===== config.mk =====
export PLATFORM = sky130hd
export DESIGN_NAME = regblk_addr_seq
export DESIGN_NICKNAME = d
export VERILOG_FILES = /design/src/rtl/regblk_pkg.sv /design/src/rtl/regblk_popcnt.sv /design/src/rtl/regblk_lowbit.sv /design/src/rtl/regblk_addr_seq.sv
export SDC_FILE = /design/constraint.sdc
export NUM_CORES = 1
export LEC_CHECK = 0
export BUFFER_PORTS_ARGS = -buffer_cell sky130_fd_sc_hd__buf_2
export CAP_MARGIN = 0
export CORE_MARGIN = 8
export CORE_UTILIZATION = 61
export CTS_CLUSTER_DIAMETER = 100
export DETAILED_ROUTE_END_ITERATION = 6
export GPL_TIMING_DRIVEN = 0
export PLACE_DENSITY = 0.87
export SLEW_MARGIN = 20
export SYNTH_ARGS = -nofsm -noshare
export SYNTH_HDL_FRONTEND = slang
export SYNTH_HIERARCHICAL = 1
export SYNTH_SLANG_ARGS = --single-unit

===== constraint.sdc =====
create_clock -name clk -period 10.35 [get_ports clk]
set_input_delay 0.5175 -clock clk [delete_from_list [all_inputs] [get_ports clk]]
set_output_delay 0.5175 -clock clk [all_outputs]
set_load 0.005 [all_outputs]

===== src/rtl/regblk_pkg.sv =====
package regblk_pkg;
  typedef enum logic {
    WALK_UP   = 1'b0,
    WALK_DOWN = 1'b1
  } walk_dir_e;
endpackage


===== src/rtl/regblk_popcnt.sv =====
module regblk_popcnt #(
  parameter int W  = 16,
  parameter int CW = $clog2(W + 1)
) (
  input  logic [W-1:0]  vec_i,
  output logic [CW-1:0] cnt_o
);
  always_comb begin
    cnt_o = '0;
    for (int i = 0; i < W; i++) cnt_o = cnt_o + CW'(vec_i[i]);
  end
endmodule


===== src/rtl/regblk_lowbit.sv =====
module regblk_lowbit #(
  parameter int W    = 16,
  parameter int IDXW = $clog2(W)
) (
  input  logic [W-1:0]    vec_i,
  output logic            any_o,
  output logic [IDXW-1:0] idx_o,
  output logic [W-1:0]    rest_o
);
  always_comb begin
    idx_o = '0;
    for (int i = W - 1; i >= 0; i--) begin
      if (vec_i[i]) idx_o = IDXW'(i);
    end
    any_o  = |vec_i;
    rest_o = vec_i & ~(W'(1) << idx_o);
  end
endmodule


===== src/rtl/regblk_addr_seq.sv =====
module regblk_addr_seq
  import regblk_pkg::*;
#(
  parameter int NREG       = 16,
  parameter int AW         = 32,
  parameter int WORD_BYTES = 4,
  parameter int IDXW       = $clog2(NREG)
) (
  input  logic            clk,
  input  logic            rst,
  input  logic            start_i,
  input  logic [NREG-1:0] mask_i,
  input  logic [AW-1:0]   base_i,
  input  logic            mode_i,
  input  logic            wb_en_i,
  output logic            beat_valid_o,
  input  logic            beat_ready_i,
  output logic [IDXW-1:0] beat_reg_o,
  output logic [AW-1:0]   beat_addr_o,
  output logic            busy_o,
  output logic            done_o,
  output logic            wb_valid_o,
  output logic [AW-1:0]   wb_base_o
);
  localparam int CW = $clog2(NREG + 1);
  localparam int SH = $clog2(WORD_BYTES);
  localparam logic [AW-1:0] STEP = AW'(WORD_BYTES);

  logic [NREG-1:0] rem_q;
  logic            valid_q, done_q, wbv_q, wben_q;
  logic [IDXW-1:0] reg_q;
  logic [AW-1:0]   addr_q, wbb_q;

  logic            st_any, nx_any;
  logic [IDXW-1:0] st_idx, nx_idx;
  logic [NREG-1:0] st_rest, nx_rest;
  logic [CW-1:0]   cnt;
  logic [AW-1:0]   span, first_addr, final_base;
  walk_dir_e       dir;

  regblk_lowbit #(.W(NREG), .IDXW(IDXW)) u_pick_start (
    .vec_i(mask_i), .any_o(st_any), .idx_o(st_idx), .rest_o(st_rest)
  );

  regblk_lowbit #(.W(NREG), .IDXW(IDXW)) u_pick_next (
    .vec_i(rem_q), .any_o(nx_any), .idx_o(nx_idx), .rest_o(nx_rest)
  );

  regblk_popcnt #(.W(NREG), .CW(CW)) u_count (
    .vec_i(mask_i), .cnt_o(cnt)
  );

  always_comb begin
    dir        = walk_dir_e'(mode_i);
    span       = AW'(cnt) << SH;
    first_addr = (dir == WALK_DOWN) ? base_i - span : base_i;
    final_base = (dir == WALK_DOWN) ? base_i - span : base_i + span;
  end

  logic start_ok, fire;
  assign start_ok = start_i & ~valid_q;
  assign fire     = valid_q & beat_ready_i;

  always_ff @(posedge clk) begin
    if (rst) begin
      rem_q   <= '0;
      valid_q <= 1'b0;
      done_q  <= 1'b0;
      wbv_q   <= 1'b0;
      wben_q  <= 1'b0;
      reg_q   <= '0;
      addr_q  <= '0;
      wbb_q   <= '0;
    end else begin
      done_q <= 1'b0;
      wbv_q  <= 1'b0;
      if (start_ok) begin
        rem_q   <= st_rest;
        valid_q <= st_any;
        reg_q   <= st_idx;
        addr_q  <= first_addr;
        wbb_q   <= final_base;
        wben_q  <= wb_en_i;
        done_q  <= ~st_any;
        wbv_q   <= ~st_any & wb_en_i;
      end else if (fire) begin
        if (!nx_any) begin
          valid_q <= 1'b0;
          done_q  <= 1'b1;
          wbv_q   <= wben_q;
        end else begin
          reg_q  <= nx_idx;
          rem_q  <= nx_rest;
          addr_q <= addr_q + STEP;
        end
      end
    end
  end

  assign beat_valid_o = valid_q;
  assign beat_reg_o   = reg_q;
  assign beat_addr_o  = addr_q;
  assign busy_o       = valid_q;
  assign done_o       = done_q;
  assign wb_valid_o   = wbv_q;
  assign wb_base_o    = wbb_q;
endmodule


==> key figures <==
Finish
  • Layout cells sized above 1: 16.6%
  • Area Growth Syn to Fin: 14.3%
  • Nets: 1070
  • Diode count: 0

STA
  • Worst Hold Slack: 0.397 ns
  • Worst-margin pin slew: 1.16 ns
  • Final period util: 60.8%
  • Max_slew headroom: 21.7%
  • Slew Limit Fails: 0
  • Setup-failing EPs final: 0
  • Final hold viol count: 0
  • Setup TNS Final: 0 ns
  • Fmax: 159 MHz
  • RSZ-0062 raised after global routing: no
  • Min Tclk post-route: 6.29 ns
  • Worst clock skew: 0.0113 ns

Synth
  • Synth top cells by count: nand2_1, dfxtp_1, nor2_1
  • Leading area contributor after synthesis: dfxtp_1
  • Ys flop type: dfxtp_1
  • Post-synthesis compound-gate area fraction: 23.2%
  • Top cells by area, synth: dfxtp_1, nand2_1, nor2_1
  • Syn. warnings: 6
  • Synth Area in Simple Gates: 27.5%
  • Post-synthesis async set-or-reset flop share: 0%
  • FF+latch count, synth: 88
  • Post-Synthesis Net Count: 947
  • Most common cell in the netlist: nand2_1
  • Mapped Area: 6530 µm²
  • Post-synth cell types: 73
  • Post-synth EDFFs: 0
  • Post-Synth XOR/XNOR Area: 7.51%
  • Post-synthesis mux area share: 0.651%
  • Cells after synthesis: 865
  • Syn_area_per_cell: 7.55 µm²
  • Share of the synthesized area in the top cell type: 27.0%
  • Post-synthesis sequential area ratio: 27.0%
  • Largest family of logic cells by synthesized area: simple AND/OR/NAND/NOR gates
  • Synthesized-area fraction occupied by adder cells: 6.74%

Hold path
  • Hold WC Path Type: in -> reg
  • WHS Path Cells: 3

Drt
  • Iter 0 DRT Violations: 962
  • WL final: 21.4 mm
  • WL/cell: 19.0 µm
  • ANT nets after route: 0
  • Initial DRT Pass Iterations: 6
  • DRC viols: 0
  • Post-DR vias/cell: 6.44
  • Via count: 7269

Clock network
  • Clock buffer depth: 2
  • Clock root buffer: clkbuf_8
  • Postcts setup bufs: 0
  • Post-cts hold buffer count: 0
  • CTS tree: built
  • Worst-path clk slew: 0.09 ns
  • Cts repair resizes: 0
  • CTS sink cnt: 88
  • TritonCTS Buffers: 9
  • Worst-Skew Late Latency: 0.37 ns
  • H-tree Lvls: 3

Place
  • Placed wire-length estimate: 16.4 mm
  • Gp weighted congestion: 1.02
  • Input/output buffers: 112

Pwr
  • Static leakage: 3.03 nW
  • PD cells: 168 nW/µm²
  • Max VDD drop: 0.246 mV

GRT
  • Met3 usage: 7.83%
  • Initial antenna violation count: 0
  • GRT overflow: 0
  • First-pass GRT wire length: 34.2 mm
  • Grt peak-use layer: met2
  • Global routing met2 resource utilization: 43.1%
  • All-Layer GR Usage: 29.1%
  • M1 GR Usage: 39.2%
  • Largest net degree at the start of global routing: 15
  • Vias in the first global route: 6828

Flow run
  • Max-Cap Viols: 0

Die
  • Top Ports: 126
  • Die height: 119 µm
  • Rows: 37
  • Initial Utilization: 63.0%
  • Core region area: 10400 µm²
  • Die area: 14300 µm²
  • Die width: 119 µm

Critical path
  • Setup CP Type: in -> reg
  • Worst Reg-to-Reg Cells: 10
  • Crit end category: register
  • Critical Path AT: 6.51 ns
  • Setup crit start kind: input pin
  • Worst Path Max Fanout: 10
  • Required @ worst endpoint: 10.57 ns

Status
  • Status: finished, final reports clean
[power breakdown]
part / leakage [nW] / switching, mW / internal [mW] / total (mW)
sequential: 0.727 / 0.0361 / 0.375 / 0.411
clock: 0.101 / 0.128 / 0.124 / 0.252
combinational: 2.20 / 0.365 / 0.228 / 0.593
total: 3.03 / 0.529 / 0.726 / 1.26
[cell families (layout without fill, tap and decap cells)]
family | count (synthesis) | in the layout
and+or+nand+nor | 357 | 357
AOI/OAI and AO/OA | 218 | 218
buffers and inverters | 112 | 240
DFF | 88 | 88
xor gates and xnor gates | 56 | 56
adders and majority gates | 28 | 28
muxes | 4 | 4
other | 2 | 2
[worst paths after layout]
path / from / end / slack [ns]
worst max-delay path: mask_i[7] / beat_addr_o[10] / 4.06
worst min-delay path: wb_en_i / wben_q / 0.40
worst max register to register: rem_q[8] / beat_addr_o[26] / 7.31
worst min register to register: wb_base_o[26] / wb_base_o[26] / 0.46
[critical path, stage by stage]
cell and delay (ns):
buf_2 0.13, fa_1 0.53, inv_1 0.05, fa_1 0.55, fa_1 0.43, fa_1 0.46
fa_1 0.42, fa_1 0.47, xnor2_1 0.25, inv_1 0.07, ha_1 0.27, clkbuf_1 0.20
nor2b_1 0.21, o31a_1 0.28, clkbuf_1 0.26, nor4_1 0.57, nand2_1 0.16, xnor2_1 0.18
a2111oi_0 0.49
[through the flow]
step | std cells | power (mW) | setup slack, ns | utilization, % | cell area (µm²)
after floorplan | 865 | 0.819 | 4.57 | - | 6530
after global placement | 1113 | 0.976 | 3.89 | 70.1 | 7260
after detailed placement | 1113 | 0.991 | 3.75 | 70.1 | 7260
after CTS | 1129 | 1.24 | 4.07 | 72.0 | 7470
after global routing | 1129 | 1.34 | 3.69 | 72.0 | 7470
final | 1129 | 1.26 | 4.06 | 72.0 | 7470
[flip-flops by register name (all words and copies together), names as in the netlist]
signal and count:
rem_q 16, wben_q 1, done_o 1, beat_valid_o 1, beat_reg_o 4, wb_base_o 32
beat_addr_o 32, wb_valid_o 1
[per-layer routing]
metal / wire length, µm / share of wire (%) / up-vias
met4: 634 / 3.0 / 0
met5: 0 / 0 / -
met2: 8970 / 42 / 530
li1: - / - / 3374
met3: 2910 / 14 / 61
met1: 8890 / 42 / 3304
[cell type report]
type                    count  area [µm²]
clock inverters             5        55.1
repair buffers            112         561
fillers                   884        2900
flip-flops and latches     88        1760
well taps                 136         170
clock buffers              11         151
multi-input cells         665        4300
plain buffers              61         285
inverters                  51         191
[layout by cell type (no fill, tap or decap), types with 4 or more instances in the layout]
| cell type | instances |
|---|---|
| or4_1 | 6 |
| and3_1 | 16 |
| xnor2_1 | 33 |
| o21ai_0 | 36 |
| a221oi_1 | 4 |
| a211oi_1 | 22 |
| buf_4 | 4 |
| o31a_1 | 14 |
| a21oi_1 | 50 |
| o21a_1 | 11 |
| ha_1 | 16 |
| xor2_1 | 23 |
| dfxtp_1 | 88 |
| nand4_1 | 13 |
| clkbuf_8 | 11 |
| buf_2 | 114 |
| a311oi_1 | 23 |
| a311o_1 | 5 |
| buf_6 | 5 |
| nor4_1 | 20 |
| nand2_1 | 105 |
| fa_1 | 12 |
| nand3b_1 | 7 |
| a32oi_1 | 7 |
| clkbuf_1 | 44 |
| and4_1 | 7 |
| nor2_1 | 82 |
| nand3_1 | 26 |
| buf_1 | 5 |
| nor3_1 | 33 |
| a31oi_1 | 14 |
| nand2b_1 | 4 |
| and2_1 | 9 |
| inv_1 | 48 |
| nor2b_1 | 7 |
Note: power is estimated with default switching activity, not from simulation.
